### src/rtl/supv_pkg.sv
// Package: shared helpers for the supply/watchdog reset generator.
// Assumes: counters are sized to hold values 0 .. limit-1.
package supv_pkg;

    // Width of a counter that must hold values up to lim-1 (at least 1 bit).
    function automatic int cnt_width(input int lim);
        return (lim <= 2) ? 1 : $clog2(lim);
    endfunction

    // State of the reset generator.
    typedef enum logic [0:0] {
        RS_ASSERTED = 1'b1,
        RS_RELEASED = 1'b0
    } rst_state_e;

endpackage

### src/rtl/supv_edge_sync.sv
// Module: two-flop synchronizer plus a both-edge detector.
// Does: brings an asynchronous level into the clk domain and pulses edge_o
//       for one cycle after each change of the synchronized level.
// Assumes: the input is stable for at least two clk cycles between changes.
module supv_edge_sync (
    input  logic clk,
    input  logic rst_n,
    input  logic async_i,
    output logic edge_o
);

    logic meta_q;
    logic sync_q;
    logic prev_q;

    // Synchronize the input and keep the previous synchronized value.
    always_ff @(posedge clk) begin
        if (!rst_n) begin
            meta_q <= 1'b0;
            sync_q <= 1'b0;
            prev_q <= 1'b0;
        end else begin
            meta_q <= async_i;
            sync_q <= meta_q;
            prev_q <= sync_q;
        end
    end

    // Any difference between the current and previous value is an edge.
    always_comb begin
        edge_o = sync_q ^ prev_q;
    end

endmodule

### src/rtl/supv_wdog.sv
// Module: watchdog tick counter.
// Does: counts timebase ticks between kicks. It raises expire_o in the cycle
//       that samples the WD_TICKS-th tick with no kick.
// Assumes: hold_i is high for the whole reset period. A kick wins over a
//          tick that comes in the same cycle.
module supv_wdog #(
    parameter int WD_TICKS = 1600,
    localparam int CW = supv_pkg::cnt_width(WD_TICKS)
) (
    input  logic          clk,
    input  logic          rst_n,
    input  logic          tick_i,
    input  logic          kick_i,
    input  logic          hold_i,
    output logic          expire_o,
    output logic [CW-1:0] cnt_o
);

    localparam logic [CW-1:0] LAST = CW'(WD_TICKS - 1);

    logic [CW-1:0] cnt_q;

    // Expire when the last tick arrives with no hold and no kick.
    always_comb begin
        expire_o = !hold_i && !kick_i && tick_i && (cnt_q == LAST);
    end

    // Clear on hold, kick or expiry; otherwise advance on each tick.
    always_ff @(posedge clk) begin
        if (!rst_n) begin
            cnt_q <= '0;
        end else if (hold_i || kick_i || expire_o) begin
            cnt_q <= '0;
        end else if (tick_i) begin
            cnt_q <= cnt_q + 1'b1;
        end
    end

    assign cnt_o = cnt_q;

endmodule

### src/rtl/supv_stretch.sv
// Module: reset state and stretch counter.
// Does: asserts reset while the supply is low or when the watchdog expires.
//       It then keeps reset asserted for RST_TICKS ticks before releasing it.
// Assumes: supply_low_i is synchronous to clk.
module supv_stretch #(
    parameter int RST_TICKS = 200,
    localparam int CW = supv_pkg::cnt_width(RST_TICKS)
) (
    input  logic          clk,
    input  logic          rst_n,
    input  logic          tick_i,
    input  logic          supply_low_i,
    input  logic          wd_expire_i,
    output logic          reset_act_o,
    output logic [CW-1:0] cnt_o
);

    import supv_pkg::*;

    localparam logic [CW-1:0] LAST = CW'(RST_TICKS - 1);

    rst_state_e    state_q;
    logic [CW-1:0] cnt_q;

    // Next state: a trigger restarts the stretch; ticks advance it to release.
    always_ff @(posedge clk) begin
        if (!rst_n) begin
            state_q <= RS_ASSERTED;
            cnt_q   <= '0;
        end else if (supply_low_i || wd_expire_i) begin
            state_q <= RS_ASSERTED;
            cnt_q   <= '0;
        end else if (state_q == RS_ASSERTED && tick_i) begin
            if (cnt_q == LAST) begin
                state_q <= RS_RELEASED;
                cnt_q   <= '0;
            end else begin
                cnt_q   <= cnt_q + 1'b1;
            end
        end
    end

    assign reset_act_o = (state_q == RS_ASSERTED);
    assign cnt_o       = cnt_q;

endmodule

### src/rtl/supv_reset_gen.sv
// Module: supply and watchdog reset generator (top).
// Does: combines the supply-low hold, the reset stretch and the watchdog
//       into one reset that is driven in both polarities.
// Assumes: tick_i is a one-cycle strobe; timeouts are counted in ticks.
module supv_reset_gen #(
    parameter int RST_TICKS = 200,
    parameter int WD_TICKS  = 1600
) (
    input  logic clk,
    input  logic rst_n,
    input  logic tick_i,
    input  logic supply_low_i,
    input  logic wdog_i,
    output logic rst_out_n,
    output logic rst_out
);

    localparam int SCW = supv_pkg::cnt_width(RST_TICKS);
    localparam int WCW = supv_pkg::cnt_width(WD_TICKS);

    logic           wd_edge;
    logic           wd_expire;
    logic           reset_act;
    logic [SCW-1:0] stretch_cnt;
    logic [WCW-1:0] wd_cnt;

    supv_edge_sync u_sync (
        .clk     (clk),
        .rst_n   (rst_n),
        .async_i (wdog_i),
        .edge_o  (wd_edge)
    );

    supv_wdog #(.WD_TICKS(WD_TICKS)) u_wdog (
        .clk      (clk),
        .rst_n    (rst_n),
        .tick_i   (tick_i),
        .kick_i   (wd_edge),
        .hold_i   (reset_act),
        .expire_o (wd_expire),
        .cnt_o    (wd_cnt)
    );

    supv_stretch #(.RST_TICKS(RST_TICKS)) u_stretch (
        .clk          (clk),
        .rst_n        (rst_n),
        .tick_i       (tick_i),
        .supply_low_i (supply_low_i),
        .wd_expire_i  (wd_expire),
        .reset_act_o  (reset_act),
        .cnt_o        (stretch_cnt)
    );

    // Drive both output polarities from the single reset state.
    always_comb begin
        rst_out   = reset_act;
        rst_out_n = ~reset_act;
    end

endmodule

### config.mk
export PLATFORM = sky130hd
export DESIGN_NAME = supv_reset_gen
export DESIGN_NICKNAME = d
export VERILOG_FILES = /design/src/rtl/supv_pkg.sv /design/src/rtl/supv_edge_sync.sv /design/src/rtl/supv_wdog.sv /design/src/rtl/supv_stretch.sv /design/src/rtl/supv_reset_gen.sv
export SDC_FILE = /design/constraint.sdc
export NUM_CORES = 1
export LEC_CHECK = 0
export BUFFER_PORTS_ARGS = -buffer_cell sky130_fd_sc_hd__buf_2
export CORE_MARGIN = 2
export CORE_UTILIZATION = 40
export DETAILED_ROUTE_END_ITERATION = 6
export PLACE_DENSITY = 0.68
export REMOVE_ABC_BUFFERS = 1
export SLEW_MARGIN = 5
export SYNTH_ARGS = -nofsm -noshare
export SYNTH_HDL_FRONTEND = slang
export SYNTH_SLANG_ARGS = --single-unit
### constraint.sdc
create_clock -name clk -period 1.6 [get_ports clk]
set_clock_uncertainty 0.15 [all_clocks]
set_input_delay 0.08 -clock clk [delete_from_list [all_inputs] [get_ports clk]]
set_output_delay 0.08 -clock clk [all_outputs]
set_load 0.02 [all_outputs]
After elaboration in Yosys (flattened, before gate mapping):

Cells that the tools add are included.

* memories kept: 0
* RAM bits: 0
* bits of input ports: 5
* register bits after elaboration: 23
* logic and storage cells: 26
* ROM bits: 0
* latch bits: 0
* output and inout bits: 2

* bitwise operators: 3
* multiplexer cells: 1
* multipliers: 0
* divide/modulo/power cells: 0
* add/subtract/negate cells: 2
* eq/ne operators: 2
* $lt $le $gt $ge: 0
* reduce and logical (&&, ||, !) cells: 12
* shift operators: 0

Operator list (number)
* adder 11 x 1 -> 11 bit, second input constant: 1
* == test 11 bit, second input constant: 1
* adder 8 x 1 -> 8 bit, second input constant: 1
* == test 8 bit, second input constant: 1
* 2-to-1 mux 8 bit: 1
* logical AND 1 bit: 4
* OR reduction 2 bit: 2
* logical OR 1 bit: 3
* logical NOT 1 bit: 2
* inverter 1 bit: 2
* AND reduction 2 bit: 1
* XOR 1 bit: 1

Longest topological paths before layout:

* word-level depth: 7
* mapped depth: 6
* depth with buffers taken out: 5

Cells and area by module:

Synthesis repeated with hierarchy kept, for this count alone.

* cells, all modules: 108
* area total of the unflattened synthesis: 1022.2 um^2

Modules (own cells, without submodules)
* supv_wdog: seq. area each 220.2 um^2, area each 503.0 um^2, cells each 52, times used 1
* supv_stretch: seq. area each 180.2 um^2, area each 426.7 um^2, cells each 48, times used 1
* supv_edge_sync: seq. area each 60.1 um^2, area each 88.8 um^2, cells each 7, times used 1
* supv_reset_gen: seq. area each 0.0 um^2, area each 3.8 um^2, cells each 1, times used 1

Worst setup path after synthesis:

Ideal clock, no wire load.

* kind: register to register
* start: reg u_wdog.cnt_q[0] (netlist: u_wdog.cnt_o[0])
* end: reg u_wdog.cnt_q[10] (netlist: u_wdog.cnt_o[10])
* arrival time: 1277 ps
* stages on the path, launching flop included: 7
* buffers on the path: 1
* period minus slack after synthesis: 1542 ps
* slack: 58 ps
* library setup time: 115 ps
* required time: 1335 ps
* path through: dfxtp_1 > ha_1 > and4_1 > nand4_2 > nand4_1 > buf_6 > nor2_1

* word-level cells in the longest chain between the ends: 4
* elaborated cells on any way between the ends: 5
* those cells by class: add/sub: 1; eq/ne: 1; reduce/logical: 3

RTL lines
* start: declaration: line supv_wdog.sv:21 `logic [CW-1:0] cnt_q;`
* start signal: assignment: line supv_wdog.sv:35 `cnt_q <= cnt_q + 1'b1;`
* branches (longest 4 deep; another with adder 11 x 1 -> 11 bit)

Parallel ways; which one is timed is not known.
A chain may end at the register's enable or synchronous reset.

Final worst setup path:

* start: reg u_wdog.cnt_q[0] (netlist: u_wdog.cnt_o[0])
* end: reg u_wdog.cnt_q[9] (netlist: u_wdog.cnt_o[9])

The elaborated chain is that of the path after synthesis.

==> reports/qor.yml <==
floorplan:
  die_w_um: 55.0
  dieHeight_um: 55.0
  start_util_pct: 42.0
  io_pins: 7
  rows: 18
  dieArea_um2: 3030
  fp.coreArea_um2: 2480
timing:
  drv_slew: 0
  tightestPinTransition_ns: 0.303
  setup_viol_count_final: 0
  finalSetupTns_ns: 0
  fmax_mhz: 653
  hold_viol: 0
  period_needed_ns: 1.53
  relSlewSlack_pct: 79.7
  min_period_over_period_pct: 95.7
layout:
  area_growth_pct: 18.5
  design_area_um2: 1230
  instances_no_fill: 159
  drive_above_1_share_pct: 18.6
  nets: 137
  insertedDiodeCount: 0
synthesis:
  synth_top_cell_by_area: "dfxtp_1"
  synth_edf_count: 0
  netlist_instances: 112
  synth_ff_type: "dfxtp_1"
  synth.yosys.seq_area_share_pct: 44.2
  ys_seq_elements: 23
  synth_area_leaders: "dfxtp_1, xnor2_1, nor2_1"
  netlist_area_um2: 1040
  async_reset_ff_share_pct: 0
  yosys_warnings: 0
  synth_top_area_share_pct: 44.2
  ys_types: 26
  syn_avg_cell_area_um2: 9.29
setup_path:
  worst_ep_arrival_time_ns: 1.59
  critical_path_class: "reg -> reg"
  slowest_delay_ns: 0.35
  critPathMaxFanout: 11
  cp-end-kind: "register"
  startpoint_type: "register"
  slowest_stage: "dfxtp_1"
  crit_start: "u_wdog.cnt_o[0]"
  cp.required_ns: 1.66
  regToRegStartpoint: "u_wdog.cnt_o[0]"
  crit_chain: "ha_1, and4_4, nand4_4, nand4_1, buf_6, nor2_1"
power:
  vdd_drop_max_mv: 0.609
  power-per-cell-area_nw_per_um2: 715
  leakage_nw: 0.408
  total_power_mw: 0.882
drt:
  viasPerCell: 5.09
  first_pass_iters: 4
  wl_um: 1860
  route.detailed.drc: 0
  avgRoutedWirePerCell_um: 11.7
  vias: 809
  final_antenna_net_count: 0
  drtIter0Drc: 19
grt:
  grt_max_degree: 13
  grt-ovfl-total: 0
  grt_pass1_wl_um: 3120
  grt_pass1_vias: 746
  antenna_found_initial: 0
  grtUsageTotal_pct: 14.4
clock_tree:
  clkTransAtPathRegs_ns: 0.12
  numCtsBuffers: 3
  cts_buffer_depth: 2
  cts_sinks: 23
  clkLatencyLatePin_ns: 0.31
  htreeDepth: 1
  cts_setup_buffers: 0
  root_buffer: "clkbuf_4"
  tritoncts: "built"
placed_design:
  numPortBuffers: 6
  globalplace.congestion: 0.796
  place_area_um2: 1120
  hpwl_um: 1240
  dp_cells: 150
worst_hold_path:
  worstHoldStart: "tick_i"
  hold_class: "in -> reg"
flow_run:
  drv_cap: 0
outcome:
  status: "finished, final reports clean"
## stage by stage
step	util [%]	setup slack, ns	hold WS, ns
after floorplan	-	-0.0176	0.0517
after global placement	45.2	0.103	0.142
after detailed placement	45.2	0.0653	0.145
after CTS	48.3	0.0167	0.0260
after global routing	49.8	-0.00907	0.0710
final	49.8	0.0686	0.0392
## what timing repair did
item | CTS | global route
gates resized for setup | 0 | 7
setup endpoints to repair | 0 | 16
hold endpoints to repair | 12 | 0
hold buffers | 5 | 0
## state kept, by name, summed over array words and instances (netlist names)
signal                 flops
u_sync.prev_q              1
u_sync.meta_q              1
u_sync.sync_q              1
u_stretch.cnt_o            8
u_stretch.reset_act_o      1
u_wdog.cnt_o              11
## area by class of cell
type / instances / area, um2
sequential: 23 / 460
timing repair buffer: 15 / 114
multi-input combinational: 84 / 584
inverter: 3 / 11.3
fill: 236 / 1240
tap: 30 / 37.5
clock buffer: 4 / 26.3
## worst paths after layout
path                     endpoint  slack (ns)  depth (start not counted)
setup / recovery  u_wdog.cnt_o[9]        0.07                          6
setup reg to reg  u_wdog.cnt_o[9]        0.07                          6
hold / removal    u_wdog.cnt_o[1]        0.04                          3
hold reg to reg     u_sync.sync_q        0.30                          1
## Yosys cell counts (2+ instances only)
cell      n
and2_1    4
dfxtp_1  23
ha_1      2
and4_1    2
nor3_1    3
a21oi_1   2
nand4_1   5
xnor2_1  11
nand3_1   7
nor4_2    3
xor2_1    6
nor2_1   19
nand2_1  10
inv_1     3
## where the power goes
| part | leakage (nW) | internal [mW] | switching, mW | total (mW) |
|---|---|---|---|---|
| sequential | 0.186 | 0.577 | 0.00256 | 0.580 |
| clock | 0.0150 | 0.0974 | 0.166 | 0.263 |
| combinational | 0.207 | 0.0206 | 0.0184 | 0.0390 |
| total | 0.408 | 0.695 | 0.187 | 0.882 |
## kinds of logic (layout without fill, tap and decap cells)
family | after synthesis | after routing | synth area share [%]
mux | 1 | 1 | 0.962
flops | 23 | 23 | 44.2
compound gates | 6 | 6 | 4.21
fa+ha+maj | 2 | 2 | 2.40
simple gates | 58 | 58 | 31.0
buf+inv | 5 | 22 | 2.88
xor+xnor | 17 | 17 | 14.3
## metal layers
metal | part of all wire [%] | vias to the layer above | GRT usage (%)
li1 | - | 417 | -
met1 | 49 | 371 | 17.6
met2 | 46 | 16 | 24.4
met3 | 2.6 | 5 | 1.61
met4 | 2.0 | 0 | 8.13
met5 | 0 | - | 0
## placed cells by master (no fill, tap or decap), drive strengths merged
cell,count
and2,4
o21ai,2
dlygate4sd3,5
nand4,6
xor2,6
nor3,3
nor2b,1
mux2i,1
nor4,3
and4,2
buf,10
dfxtp,23
a21oi,2
nand3,8
nand2,10
clkbuf,4
a21o,1
ha,2
inv,3
o211ai,1
nor2,19
xnor2,11
nor4b,2
## critical path: cells and delay by family, from the launching register on
kind	cells	cell delay [ns]
DFF	1	0.35
buffers and inverters	1	0.16
and+or+nand+nor	4	0.58
adders and majority gates	1	0.19
No activity file was read; power rests on OpenSTA's default activity.
